### config.mk
export PLATFORM = sky130hd
export DESIGN_NAME = spi_menu_engine
export DESIGN_NICKNAME = d
export VERILOG_FILES = /design/src/rtl/spim_pkg.sv /design/src/rtl/spim_shift.sv /design/src/rtl/spim_seq.sv /design/src/rtl/spi_menu_engine.sv
export SDC_FILE = /design/constraint.sdc
export NUM_CORES = 2
export LEC_CHECK = 0
export BUFFER_PORTS_ARGS = -buffer_cell sky130_fd_sc_hd__buf_2
export CAP_MARGIN = 20
export CORE_ASPECT_RATIO = 1.4
export CORE_MARGIN = 3
export CORE_UTILIZATION = 31
export CTS_BUF_LIST = sky130_fd_sc_hd__clkbuf_16
export DETAILED_ROUTE_END_ITERATION = 10
export GPL_TIMING_DRIVEN = 0
export PLACE_DENSITY_LB_ADDON = 0.12
export SYNTH_ARGS = -nofsm -noshare
export SYNTH_HDL_FRONTEND = slang
export SYNTH_HIERARCHICAL = 1
export SYNTH_SLANG_ARGS = --single-unit
### constraint.sdc
create_clock -name clk -period 7.7 [get_ports clk]
set_input_delay 0 -clock clk [delete_from_list [all_inputs] [get_ports clk]]
set_output_delay 0 -clock clk [all_outputs]
set_load 0.1 [all_outputs]
### src/rtl/spim_pkg.sv
package spim_pkg;
  typedef enum logic [1:0] {
    KIND_RD    = 2'd0,
    KIND_WR    = 2'd1,
    KIND_RD_AD = 2'd2,
    KIND_WR_AD = 2'd3
  } kind_e;

  typedef enum logic [2:0] {
    S_IDLE, S_PLOAD, S_PWAIT, S_GAP, S_LOAD, S_WAIT, S_TAIL
  } seq_state_e;

  localparam int unsigned A_CTRL   = 0;
  localparam int unsigned A_STAT   = 1;
  localparam int unsigned A_ADDR   = 2;
  localparam int unsigned A_MENU_L = 3;
  localparam int unsigned A_MENU_H = 4;
  localparam int unsigned A_KIND   = 5;
  localparam int unsigned A_PREFIX = 6;
  localparam int unsigned A_LOCK   = 7;
  localparam int unsigned A_DIV    = 8;
endpackage

### src/rtl/spim_shift.sv
module spim_shift #(
  parameter int unsigned DW = 8
) (
  input  logic          clk,
  input  logic          rst_n,
  input  logic          start,
  input  logic [DW-1:0] tx,
  input  logic [7:0]    div,
  input  logic          miso,
  output logic          sclk,
  output logic          mosi,
  output logic          done,
  output logic [DW-1:0] rx
);
  localparam int unsigned PW = $clog2(2 * DW);
  localparam logic [PW-1:0] PH_LAST = PW'(2 * DW - 1);

  logic          act;
  logic [7:0]    cnt;
  logic [PW-1:0] ph;
  logic [DW-1:0] sh;

  always_ff @(posedge clk or negedge rst_n) begin
    if (!rst_n) begin
      act  <= 1'b0;
      cnt  <= '0;
      ph   <= '0;
      sh   <= '0;
      rx   <= '0;
      sclk <= 1'b0;
      done <= 1'b0;
    end else begin
      done <= 1'b0;
      if (start) begin
        act  <= 1'b1;
        sh   <= tx;
        cnt  <= '0;
        ph   <= '0;
        sclk <= 1'b0;
      end else if (act) begin
        if (cnt == div) begin
          cnt <= '0;
          ph  <= ph + 1'b1;
          if (!ph[0]) begin
            sclk <= 1'b1;
            rx   <= {rx[DW-2:0], miso};
          end else begin
            sclk <= 1'b0;
            sh   <= {sh[DW-2:0], 1'b0};
          end
          if (ph == PH_LAST) begin
            act  <= 1'b0;
            done <= 1'b1;
          end
        end else begin
          cnt <= cnt + 1'b1;
        end
      end
    end
  end

  assign mosi = sh[DW-1];

  // a byte always ends on a falling edge
  a_r11_done_clock_low: assert property (@(posedge clk) disable iff (!rst_n)
    done |-> !sclk);
  // a clock phase never shortens below the divider setting
  a_r11_phase_hold: assert property (@(posedge clk) disable iff (!rst_n)
    (act && !start && cnt != div) |=> $stable(sclk));
endmodule

### src/rtl/spim_seq.sv
module spim_seq
  import spim_pkg::*;
#(
  parameter int unsigned BUF_BYTES = 64,
  parameter int unsigned CW = $clog2(BUF_BYTES)
) (
  input  logic          clk,
  input  logic          rst_n,
  input  logic          go,
  input  logic          atomic,
  input  logic          den,
  input  logic [CW-1:0] cnt_m1,
  input  logic [7:0]    opcode,
  input  logic [1:0]    kind,
  input  logic [23:0]   addr,
  input  logic [7:0]    prefix,
  input  logic [7:0]    div,
  input  logic          sh_done,
  input  logic [7:0]    sh_rx,
  input  logic [7:0]    buf_rd,
  output logic          busy,
  output logic          cyc_done,
  output logic          cs_n,
  output logic          sh_start,
  output logic [7:0]    sh_tx,
  output logic          buf_we,
  output logic [CW-1:0] buf_idx,
  output logic [7:0]    buf_wd
);
  localparam int unsigned KW = $clog2(BUF_BYTES + 5);

  seq_state_e    st;
  logic [7:0]    op_q, pre_q;
  logic [1:0]    kind_q;
  logic [23:0]   ad_q;
  logic          den_q;
  logic [KW-1:0] n_q, k;
  logic [8:0]    gcnt;
  logic [8:0]    glen;
  logic [KW-1:0] hdr, total;

  assign glen  = ({1'b0, div} + 9'd1) << 1;
  assign hdr   = kind_q[1] ? KW'(4) : KW'(1);
  assign total = hdr + (den_q ? n_q : '0);

  assign busy     = (st != S_IDLE);
  assign sh_start = (st == S_PLOAD) || (st == S_LOAD);
  assign buf_idx  = CW'(k - hdr);
  assign buf_we   = (st == S_WAIT) && sh_done && !kind_q[0] && (k >= hdr);
  assign buf_wd   = sh_rx;

  always_comb begin
    sh_tx = 8'h00;
    if (st == S_PLOAD)                 sh_tx = pre_q;
    else if (k == '0)                  sh_tx = op_q;
    else if (kind_q[1] && k == KW'(1)) sh_tx = ad_q[23:16];
    else if (kind_q[1] && k == KW'(2)) sh_tx = ad_q[15:8];
    else if (kind_q[1] && k == KW'(3)) sh_tx = ad_q[7:0];
    else if (kind_q[0])                sh_tx = buf_rd;
  end

  always_ff @(posedge clk or negedge rst_n) begin
    if (!rst_n) begin
      st       <= S_IDLE;
      op_q     <= '0;
      pre_q    <= '0;
      kind_q   <= '0;
      ad_q     <= '0;
      den_q    <= 1'b0;
      n_q      <= '0;
      k        <= '0;
      gcnt     <= '0;
      cs_n     <= 1'b1;
      cyc_done <= 1'b0;
    end else begin
      cyc_done <= 1'b0;
      case (st)
        S_IDLE: if (go) begin
          op_q   <= opcode;
          pre_q  <= prefix;
          kind_q <= kind;
          ad_q   <= addr;
          den_q  <= den;
          n_q    <= KW'(cnt_m1) + 1'b1;
          k      <= '0;
          cs_n   <= 1'b0;
          st     <= atomic ? S_PLOAD : S_LOAD;
        end
        S_PLOAD: st <= S_PWAIT;
        S_PWAIT: if (sh_done) begin
          cs_n <= 1'b1;
          gcnt <= '0;
          st   <= S_GAP;
        end
        S_GAP: begin
          gcnt <= gcnt + 1'b1;
          if (gcnt == glen - 9'd1) begin
            cs_n <= 1'b0;
            st   <= S_LOAD;
          end
        end
        S_LOAD: st <= S_WAIT;
        S_WAIT: if (sh_done) begin
          if (k == total - 1'b1) begin
            cs_n <= 1'b1;
            gcnt <= '0;
            st   <= S_TAIL;
          end else begin
            k  <= k + 1'b1;
            st <= S_LOAD;
          end
        end
        S_TAIL: begin
          gcnt <= gcnt + 1'b1;
          if (gcnt == glen - 9'd1) begin
            cyc_done <= 1'b1;
            st       <= S_IDLE;
          end
        end
        default: st <= S_IDLE;
      endcase
    end
  end

  // a go during a cycle leaves the latched command untouched
  a_r8_cmd_frozen: assert property (@(posedge clk) disable iff (!rst_n)
    (busy && go) |=> ($stable(op_q) && $stable(kind_q) && $stable(ad_q)));
  // chip select is high throughout the inter-frame gap
  a_r9_gap_cs_high: assert property (@(posedge clk) disable iff (!rst_n)
    (st == S_GAP) |-> cs_n);
endmodule

### src/rtl/spi_menu_engine.sv
module spi_menu_engine
  import spim_pkg::*;
#(
  parameter int unsigned BUF_BYTES = 64,
  parameter int unsigned MENU_N    = 8,
  localparam int unsigned WORDS    = BUF_BYTES / 4,
  localparam int unsigned WIW      = $clog2(WORDS),
  localparam int unsigned AW       = WIW + 1,
  localparam int unsigned CW       = $clog2(BUF_BYTES),
  localparam int unsigned IW       = $clog2(MENU_N)
) (
  input  logic          clk,
  input  logic          rst_n,
  input  logic          reg_wen,
  input  logic [AW-1:0] reg_addr,
  input  logic [31:0]   reg_wdata,
  output logic [31:0]   reg_rdata,
  output logic          spi_sclk,
  output logic          spi_cs_n,
  output logic          spi_mosi,
  input  logic          spi_miso
);
  logic [7:0]          menu [MENU_N];
  logic [8*MENU_N-1:0] menu_p;
  logic [2*MENU_N-1:0] kind_q;
  logic [7:0]          prefix_q, div_q;
  logic [31:0]         addr_q;
  logic                lock_q, done_f, err_f;
  logic [7:0]          bufm [BUF_BYTES];
  logic [31:0]         buf_word;

  logic          busy, seq_done, sh_start, sh_done, buf_we;
  logic [7:0]    sh_tx, sh_rx, buf_wd;
  logic [CW-1:0] buf_idx;

  logic          w_ctrl, w_stat, go, is_buf;
  logic [IW-1:0] ci;
  logic [WIW-1:0] widx;

  assign is_buf = reg_addr[AW-1];
  assign widx   = reg_addr[WIW-1:0];
  assign w_ctrl = reg_wen && !is_buf && (reg_addr == AW'(A_CTRL));
  assign w_stat = reg_wen && !is_buf && (reg_addr == AW'(A_STAT));
  assign go     = w_ctrl && reg_wdata[0];
  assign ci     = reg_wdata[4 +: IW];

  for (genvar i = 0; i < MENU_N; i++) begin : g_menu_pack
    assign menu_p[8*i +: 8] = menu[i];
  end
  for (genvar b = 0; b < 4; b++) begin : g_lane
    assign buf_word[8*b +: 8] = bufm[{widx, 2'(b)}];
  end

  always_ff @(posedge clk or negedge rst_n) begin
    if (!rst_n) begin
      for (int i = 0; i < MENU_N; i++) menu[i] <= '0;
      kind_q   <= '0;
      prefix_q <= '0;
      div_q    <= '0;
      addr_q   <= '0;
      lock_q   <= 1'b0;
      done_f   <= 1'b0;
      err_f    <= 1'b0;
    end else begin
      if (reg_wen && !is_buf) begin
        case (int'(reg_addr))
          A_ADDR:   addr_q <= reg_wdata;
          A_MENU_L: if (!lock_q) for (int b = 0; b < 4; b++) menu[b] <= reg_wdata[8*b +: 8];
          A_MENU_H: if (!lock_q) for (int b = 0; b < 4; b++) menu[4+b] <= reg_wdata[8*b +: 8];
          A_KIND:   if (!lock_q) kind_q <= reg_wdata[2*MENU_N-1:0];
          A_PREFIX: if (!lock_q) prefix_q <= reg_wdata[7:0];
          A_LOCK:   lock_q <= lock_q | reg_wdata[0];
          A_DIV:    div_q <= reg_wdata[7:0];
          default: ;
        endcase
      end
      done_f <= (done_f & ~(w_stat & reg_wdata[1])) | seq_done;
      err_f  <= (err_f & ~(w_stat & reg_wdata[2])) | (go & busy);
    end
  end

  always_ff @(posedge clk) begin
    if (reg_wen && is_buf)
      for (int b = 0; b < 4; b++) bufm[{widx, 2'(b)}] <= reg_wdata[8*b +: 8];
    if (buf_we) bufm[buf_idx] <= buf_wd;
  end

  always_comb begin
    reg_rdata = 32'h0;
    if (is_buf) reg_rdata = buf_word;
    else case (int'(reg_addr))
      A_STAT:   reg_rdata = {29'h0, err_f, done_f, busy};
      A_ADDR:   reg_rdata = addr_q;
      A_MENU_L: reg_rdata = menu_p[31:0];
      A_MENU_H: reg_rdata = menu_p[63:32];
      A_KIND:   reg_rdata = 32'(kind_q);
      A_PREFIX: reg_rdata = {24'h0, prefix_q};
      A_LOCK:   reg_rdata = {31'h0, lock_q};
      A_DIV:    reg_rdata = {24'h0, div_q};
      default:  reg_rdata = 32'h0;
    endcase
  end

  spim_seq #(.BUF_BYTES(BUF_BYTES), .CW(CW)) u_seq (
    .clk      (clk),
    .rst_n    (rst_n),
    .go       (go),
    .atomic   (reg_wdata[1]),
    .den      (reg_wdata[2]),
    .cnt_m1   (reg_wdata[8 +: CW]),
    .opcode   (menu[ci]),
    .kind     (kind_q[{ci, 1'b0} +: 2]),
    .addr     (addr_q[23:0]),
    .prefix   (prefix_q),
    .div      (div_q),
    .sh_done  (sh_done),
    .sh_rx    (sh_rx),
    .buf_rd   (bufm[buf_idx]),
    .busy     (busy),
    .cyc_done (seq_done),
    .cs_n     (spi_cs_n),
    .sh_start (sh_start),
    .sh_tx    (sh_tx),
    .buf_we   (buf_we),
    .buf_idx  (buf_idx),
    .buf_wd   (buf_wd)
  );

  spim_shift #(.DW(8)) u_shift (
    .clk   (clk),
    .rst_n (rst_n),
    .start (sh_start),
    .tx    (sh_tx),
    .div   (div_q),
    .miso  (spi_miso),
    .sclk  (spi_sclk),
    .mosi  (spi_mosi),
    .done  (sh_done),
    .rx    (sh_rx)
  );

  // the end of a cycle always leaves the done flag raised
  a_r7_done_latched: assert property (@(posedge clk) disable iff (!rst_n)
    seq_done |=> done_f);
  // a go while busy raises the error flag
  a_r8_busy_go_err: assert property (@(posedge clk) disable iff (!rst_n)
    (go && busy) |=> err_f);
  // a locked table ignores writes
  a_r10_menu_locked: assert property (@(posedge clk) disable iff (!rst_n)
    (lock_q && reg_wen && !is_buf && (reg_addr == AW'(A_MENU_L) || reg_addr == AW'(A_MENU_H)))
      |=> $stable(menu_p));
  // clock idles low whenever chip select is released
  a_r11_idle_low: assert property (@(posedge clk) disable iff (!rst_n)
    spi_cs_n |-> !spi_sclk);
endmodule

**After elaboration in Yosys (flattened, before gate mapping)**

Memory sizes are Yosys's and may differ from the RTL's.
Cells that the tools add are included.

- Reduce and logical (&&, ||, !) cells: 40
- $lt $le $gt $ge: 2
- Equality and inequality tests: 28
- Bitwise operators: 14
- Mux-type cells: 63
- Add/subtract/negate cells: 10
- Shift operators: 1

Operators by type and width:

| kind | number |
|---|---|
| one-hot mux 32 bit (8 select lines) | 1 |
| two-way mux 8 bit | 15 |
| two-way mux 32 bit | 1 |
| two-way mux 7 bit | 4 |
| two-way mux 9 bit | 3 |
| one-hot mux 9 bit (3 select lines) | 1 |
| binary-select mux 8 bit (select 3 bit) | 1 |
| two-way mux 1 bit | 23 |
| two-way mux 3 bit | 7 |
| one-hot mux 3 bit (7 select lines) | 1 |
| == test 5 x 3 -> 1 bit (second input constant) | 4 |
| adder 8 x 1 -> 8 bit (second input constant) | 2 |
| variable part select 16 x 5 -> 2 bit | 1 |
| AND reduction 3 bit | 5 |
| == test 7 x 2 -> 1 bit (second input constant) | 2 |
| one-hot mux 7 bit (2 select lines) | 1 |
| two-way mux 4 bit | 3 |
| AND reduction 4 bit | 3 |
| logical AND 1 bit | 11 |
| == test 5 x 2 -> 1 bit (second input constant) | 2 |
| AND reduction 2 bit | 5 |
| adder 9 x 1 -> 9 bit (second input constant) | 1 |
| == test 3 bit (second input constant) | 3 |
| == test 9 bit | 1 |
| other kinds (36) | 57 |

- Output and inout bits: 35
- Flip-flop bits (word level): 233
- Input bits: 41
- Word-level logic and storage cells: 192
- Memories: 1
- RAM bits: 512

Memories:

| memory | depth | width | rd ports | clocked after memory_dff | write ports | RTL line | source |
|---|---|---|---|---|---|---|---|
| bufm | 64 | 8 | 5 | 0 | 5 | spi_menu_engine.sv:29 | `logic [7:0] bufm [BUF_BYTES];` |

**Logic depth before layout (Yosys ltp)**

An unclocked memory read counts as a cell.

- Depth in word-level cells: 10
- Gate-level depth with buffers: 22
- Mapped depth without buffers: 19

**By module**

The synthesis kept the hierarchy.

Modules (own cells, without submodules):

| module | seq. area each (µm²) | area an instance (µm²) | cells an instance | instances |
|---|---|---|---|---|
| spi_menu_engine | 18,652.9 | 37,031.8 | 2,612 | 1 |
| spim_seq | 1,778.0 | 4,599.4 | 584 | 1 |
| spim_shift | 750.7 | 1,685.4 | 142 | 1 |

**Least setup slack after synthesis**

Ideal clock, no wire load.

- Path type: register to register
- Start: register u_seq.k[0]
- End: register u_shift.sh[6]
- Slack: 4.088 ns
- Cell stages (with the launch flop): 21
- Arrival: 3.486 ns
- Required time: 7.574 ns
- Period minus slack after synthesis: 3.612 ns
- Path buffers: 4
- Library setup time: 0.126 ns
- Cells stage by stage: dfrtp_1 > inv_1 > ha_1 > ha_1 > xnor2_1 > buf_6 > buf_6 > buf_4 > buf_2 > mux2i_1 > o22ai_1 > o21a_1 > a2111oi_0 > nand3_1 > nand2_1 > o21ai_0 > o221ai_1 > nand3_1 > o21ai_0 > o21ai_0 > a221o_1

- Cells in the longest elaborated chain, start to end: 9
- Elaborated cells between the ends (all ways): 16
- Classes of those cells: add/sub (1); eq/ne (3); mux (7); reduce/logical (4); memory (1)

RTL lines:

| item | RTL line | source |
|---|---|---|
| start, declared | spim_seq.sv:37 | `logic [KW-1:0] n_q, k;` |
| start signal, assigned | spim_seq.sv:109 | `k <= k + 1'b1;` |
| subtractor 6 bit | spim_seq.sv:48 | `assign buf_idx = CW'(k - hdr);` |
| named net buf_idx[2] | spi_menu_engine.sv:34 | `logic [CW-1:0] buf_idx;` |
| memory (64 x 8 bit) | -- |  |
| two-way mux 8 bit | spim_seq.sv:59 | `else if (kind_q[0]) sh_tx = buf_rd;` |
| two-way mux 8 bit | spim_seq.sv:58 | `else if (kind_q[1] && k == KW'(3)) sh_tx = ad_q[7:0];` |
| two-way mux 8 bit | spim_seq.sv:57 | `else if (kind_q[1] && k == KW'(2)) sh_tx = ad_q[15:8];` |
| two-way mux 8 bit | spim_seq.sv:56 | `else if (kind_q[1] && k == KW'(1)) sh_tx = ad_q[23:16];` |
| two-way mux 8 bit | spim_seq.sv:55 | `else if (k == '0) sh_tx = op_q;` |
| two-way mux 8 bit | spim_seq.sv:54 | `if (st == S_PLOAD) sh_tx = pre_q;` |
| named net sh_tx[6] | spi_menu_engine.sv:33 | `logic [7:0] sh_tx, sh_rx, buf_wd;` |
| two-way mux 8 bit | spim_shift.sv:34 | `if (start) begin` |
| end signal, assigned | spim_shift.sv:36 | `sh <= tx;` |
| end signal, assigned | spim_shift.sv:49 | `sh <= {sh[DW-2:0], 1'b0};` |
| end, declared | spim_shift.sv:21 | `logic [DW-1:0] sh;` |

The timed path passes the listed nets, and every way through them passes these cells.
A chain may end at the register's enable or synchronous reset.

**Worst setup path in the final report**

- Start: register u_seq.k[0]
- End: register u_shift.sh[4]

Same word-level chain as after synthesis.

==> impl_metrics.py <==
metrics = {
    "synthesis": {
        "synth_seq_cells": 744,
        "ys.flop_type": "edfxtp_1",
        "syn_area_mm2": 0.04332,
        "postSynthCellCount": 3338,
        "synthArstFlopShare_pct": 31.18,
        "synth_edf_count": 512,
        "syn-num-nets": 3399,
        "avgSynthCellArea_um2": 12.98,
        "ys_seq_area_share_pct": 48.90,
        "yosysWarnings": 6,
        "synth.distinct_cells": 98,
    },
    "finish": {
        "finish.utilization_pct": 36.18,
        "layout_commonest_cell": "mux2_2",
        "multi_input_comb_area_mm2": 0.02048,
        "layout_common_cells": "666 x mux2_2, 512 x edfxtp_1, 313 x nand2_1",
        "fin_area_mm2": 0.05000,
        "syn_to_final_growth_pct": 15.43,
        "layout.nets": 3662,
        "n_fill_cell": 13614,
        "drive_gt1_share_pct": 35.27,
        "regArea_mm2": 0.02118,
    },
    "power_and_ir_drop": {
        "p_leak_nw": 18.71,
        "switching_share_pct": 27.46,
        "max-vdd-ir-drop_mv": 0.1777,
        "intPower_mw": 6.950,
        "power_frac_comb_pct": 10.5,
        "cellPowerDensity_mw_per_mm2": 191.6,
        "p_clk_share_pct": 42.9,
        "seqPwrFrac_pct": 46.7,
        "switchingPower_mw": 2.631,
    },
    "timing": {
        "finalMaxSlewViolations": 0,
        "worstMarginPinSlew_ns": 1.356,
        "finalClockSkew_ns": 0.03210,
        "max_freq_ghz": 0.1407,
        "finalCritPeriodShare_pct": 92.33,
        "fin_crit_ns": 7.109,
        "grt_setup_unrepaired": "false",
        "hold_viol_final": 0,
        "max-slew-margin-rel_pct": 9.039,
        "setup_viol": 0,
        "setup_ws_ns": 0.5908,
        "whs_ns": 0.04359,
    },
    "clocking": {
        "htree_levels": 3,
        "cts_tree": "done",
        "root_buffer": "clkbuf_16",
        "post_cts_resized": 0,
        "insertion_delay_ns": 0.74,
        "cts_buffer_depth": 3,
        "clock_sinks": 744,
        "path_clk_slew_ns": 0.07,
        "numCtsBuffers": 85,
    },
    "critical_path": {
        "worstSetupStartpointType": "flip-flop",
        "required_ns": 8.30,
        "critPathMaxFanout": 10,
        "slowest_stage": "xor2_1",
        "cp-end-kind": "flip-flop",
        "cp_cell_sequence": "inv_1 > ha_1 > nand2_1 > a21oi_1 > xor2_1 > clkbuf_1 > or3_1 > clkbuf_1 > nor2_1 > nor4bb_1 > nand4b_1 > nand2_1 > o21ai_0 > o221ai_1 > nand3_1 > o21ai_0 > o21ai_0 > a221o_1",
        "r2r_setup_slack_ns": 0.59,
        "cp_common_cell": "o21ai_0",
        "worstSetupPathType": "flip-flop to flip-flop",
        "slowest_delay_ns": 0.95,
        "worstPathArrival_ns": 7.71,
    },
    "hold_path": {
        "hold_class": "primary input to flip-flop",
    },
    "detailed_routing": {
        "wl_per_cell_um": 47.74,
        "viasPerCell": 6.274,
        "drcViolationCount": 0,
        "vias": 34357,
        "antenna_left": 0,
        "dr.pass1.iters": 7,
        "first_iter_violations": 4490,
        "wl_mm": 261.4,
    },
    "placement": {
        "portBuffers": 54,
        "place_congestion": 1.063,
        "place_area_mm2": 0.04683,
        "dp_hpwl_mm": 212.0,
        "dp_worst_setup_slack_ns": 0.9300,
    },
    "global_routing": {
        "gr-total-overflow": 0,
        "grt_pass1_vias": 33177,
        "antenna_found_initial": 27,
        "grt_pass1_wl_mm": 336.0,
        "grt.total_usage_pct": 35.78,
        "grt_start_max_net_pins": 107,
    },
    "status": {
        "status": "complete, no violations",
    },
    "floorplanning": {
        "die_h_um": 448.3,
        "num_rows": 161,
        "die_area_mm2": 0.1443,
        "initial_core_util_pct": 31.35,
        "core_area_mm2": 0.1382,
        "die_w_um": 321.9,
        "io-pin-count": 76,
    },
    "job": {
        "maxCapViolCount": 0,
    },
}
[power by group through the flow]
stage / Clock [mW] / Sequential, mW / Combinational, mW
after floorplan: 0 / 4.47 / 0.587
after global routing: 4.28 / 4.47 / 1.02
after detailed placement: 0 / 4.55 / 0.970
final: 4.11 / 4.47 / 1.00
after CTS: 4.15 / 4.47 / 0.990
after global placement: 0 / 4.55 / 0.941
[per-layer routing]
metal / track usage [%] / wire (um) / share of wire (%)
met5: 0 / 58 / 0.022
met4: 30.36 / 26730 / 10
met3: 5.437 / 17570 / 6.7
met2: 58.50 / 122600 / 47
met1: 41.26 / 94490 / 36
[synthesized netlist by cell type, types with 18 or more instances]
cell type	n	area (um^2)
buf_1	52	195.2
o221ai_1	19	166.4
clkbuf_1	178	668.1
o22ai_1	27	168.9
a222oi_1	24	240.2
nor2b_1	18	112.6
nand3_1	42	210.2
inv_1	34	127.6
mux2i_1	103	1031
a21oi_1	63	315.3
buf_4	20	150.1
ha_1	19	237.7
dfrtp_1	231	5781
xnor2_1	23	201.4
edfxtp_1	512	15370
mux2_2	666	7500
buf_2	77	385.4
a221oi_1	61	534.3
nand2_1	313	1175
a22o_1	23	201.4
o22a_1	27	236.5
mux4_2	170	3829
a22oi_1	108	810.8
nor2_1	85	319.1
nor3_1	18	90.09
nor2_2	24	150.1
o21ai_0	121	605.6
xor2_1	31	271.5
[final cells by class]
cell class,instances,share of cell area [%]
inverters,35,0.2627
clock inverters,68,0.9634
multi-input cells,2217,40.95
well taps,1793,4.487
plain buffers,342,3.170
diodes,14,0.07006
repair buffers,176,3.381
flip-flops and latches,744,42.36
clock buffers,87,4.354
[registers in the layout (all words and copies together), names as in the netlist, 9 cells and up]
register    cells
bufm          512
u_seq/gcnt      9
addr_q         32
kind_q         16
u_seq/ad_q     24
menu           64
[cell families after synthesis]
kind of cell	after synthesis	share of synthesized area, %
DFF	744	48.90
muxes	953	28.91
and+or+nand+nor	621	6.999
buffers and inverters	377	3.928
adders and majority gates	21	0.6210
AOI/OAI and AO/OA	566	9.454
xor gates and xnor gates	56	1.193
[worst max-delay path: cells and delay by family (launching register included)]
family | cells | cell delay [ns]
AOI/OAI and AO/OA | 6 | 1.54
DFF | 1 | 0.47
adders and majority gates | 1 | 0.22
and+or+nand+nor | 7 | 2.31
buffers and inverters | 3 | 1.46
xor gates and xnor gates | 1 | 0.95
[final timing paths]
path | start | end | depth (start not counted)
setup / recovery | u_seq/k[0]$_DFFE_PN0P_ | u_shift/sh[4]$_DFFE_PN0P_ | 18
hold / removal | reg_wdata[17] | bufm[50][1]$_DFFE_PP_ | 2
setup reg to reg | u_seq/k[0]$_DFFE_PN0P_ | u_shift/sh[4]$_DFFE_PN0P_ | 18
hold reg to reg | u_seq/ad_q[4]$_DFFE_PN0P_ | u_seq/ad_q[4]$_DFFE_PN0P_ | 2
max in group asynchronous | rst_n | u_seq/gcnt[5]$_DFFE_PN0P_ | 5
min in group asynchronous | rst_n | u_shift/rx[5]$_DFFE_PN0P_ | 4
[metrics by stage]
step / instances / setup TNS [ns] / power [mW]
floorplan: 3338 / 0 / 5.059
global placement: 5185 / -1.955 / 5.493
detailed placement: 5260 / 0 / 5.522
CTS: 5454 / 0 / 9.607
global route: 5462 / 0 / 9.779
finish: 5476 / 0 / 9.581
[what timing repair did]
item                      CTS  global route
hold endpoints to repair  183             9
setup buffers               0             0
hold buffers               39             1
No activity file was read; power rests on OpenSTA's default activity.
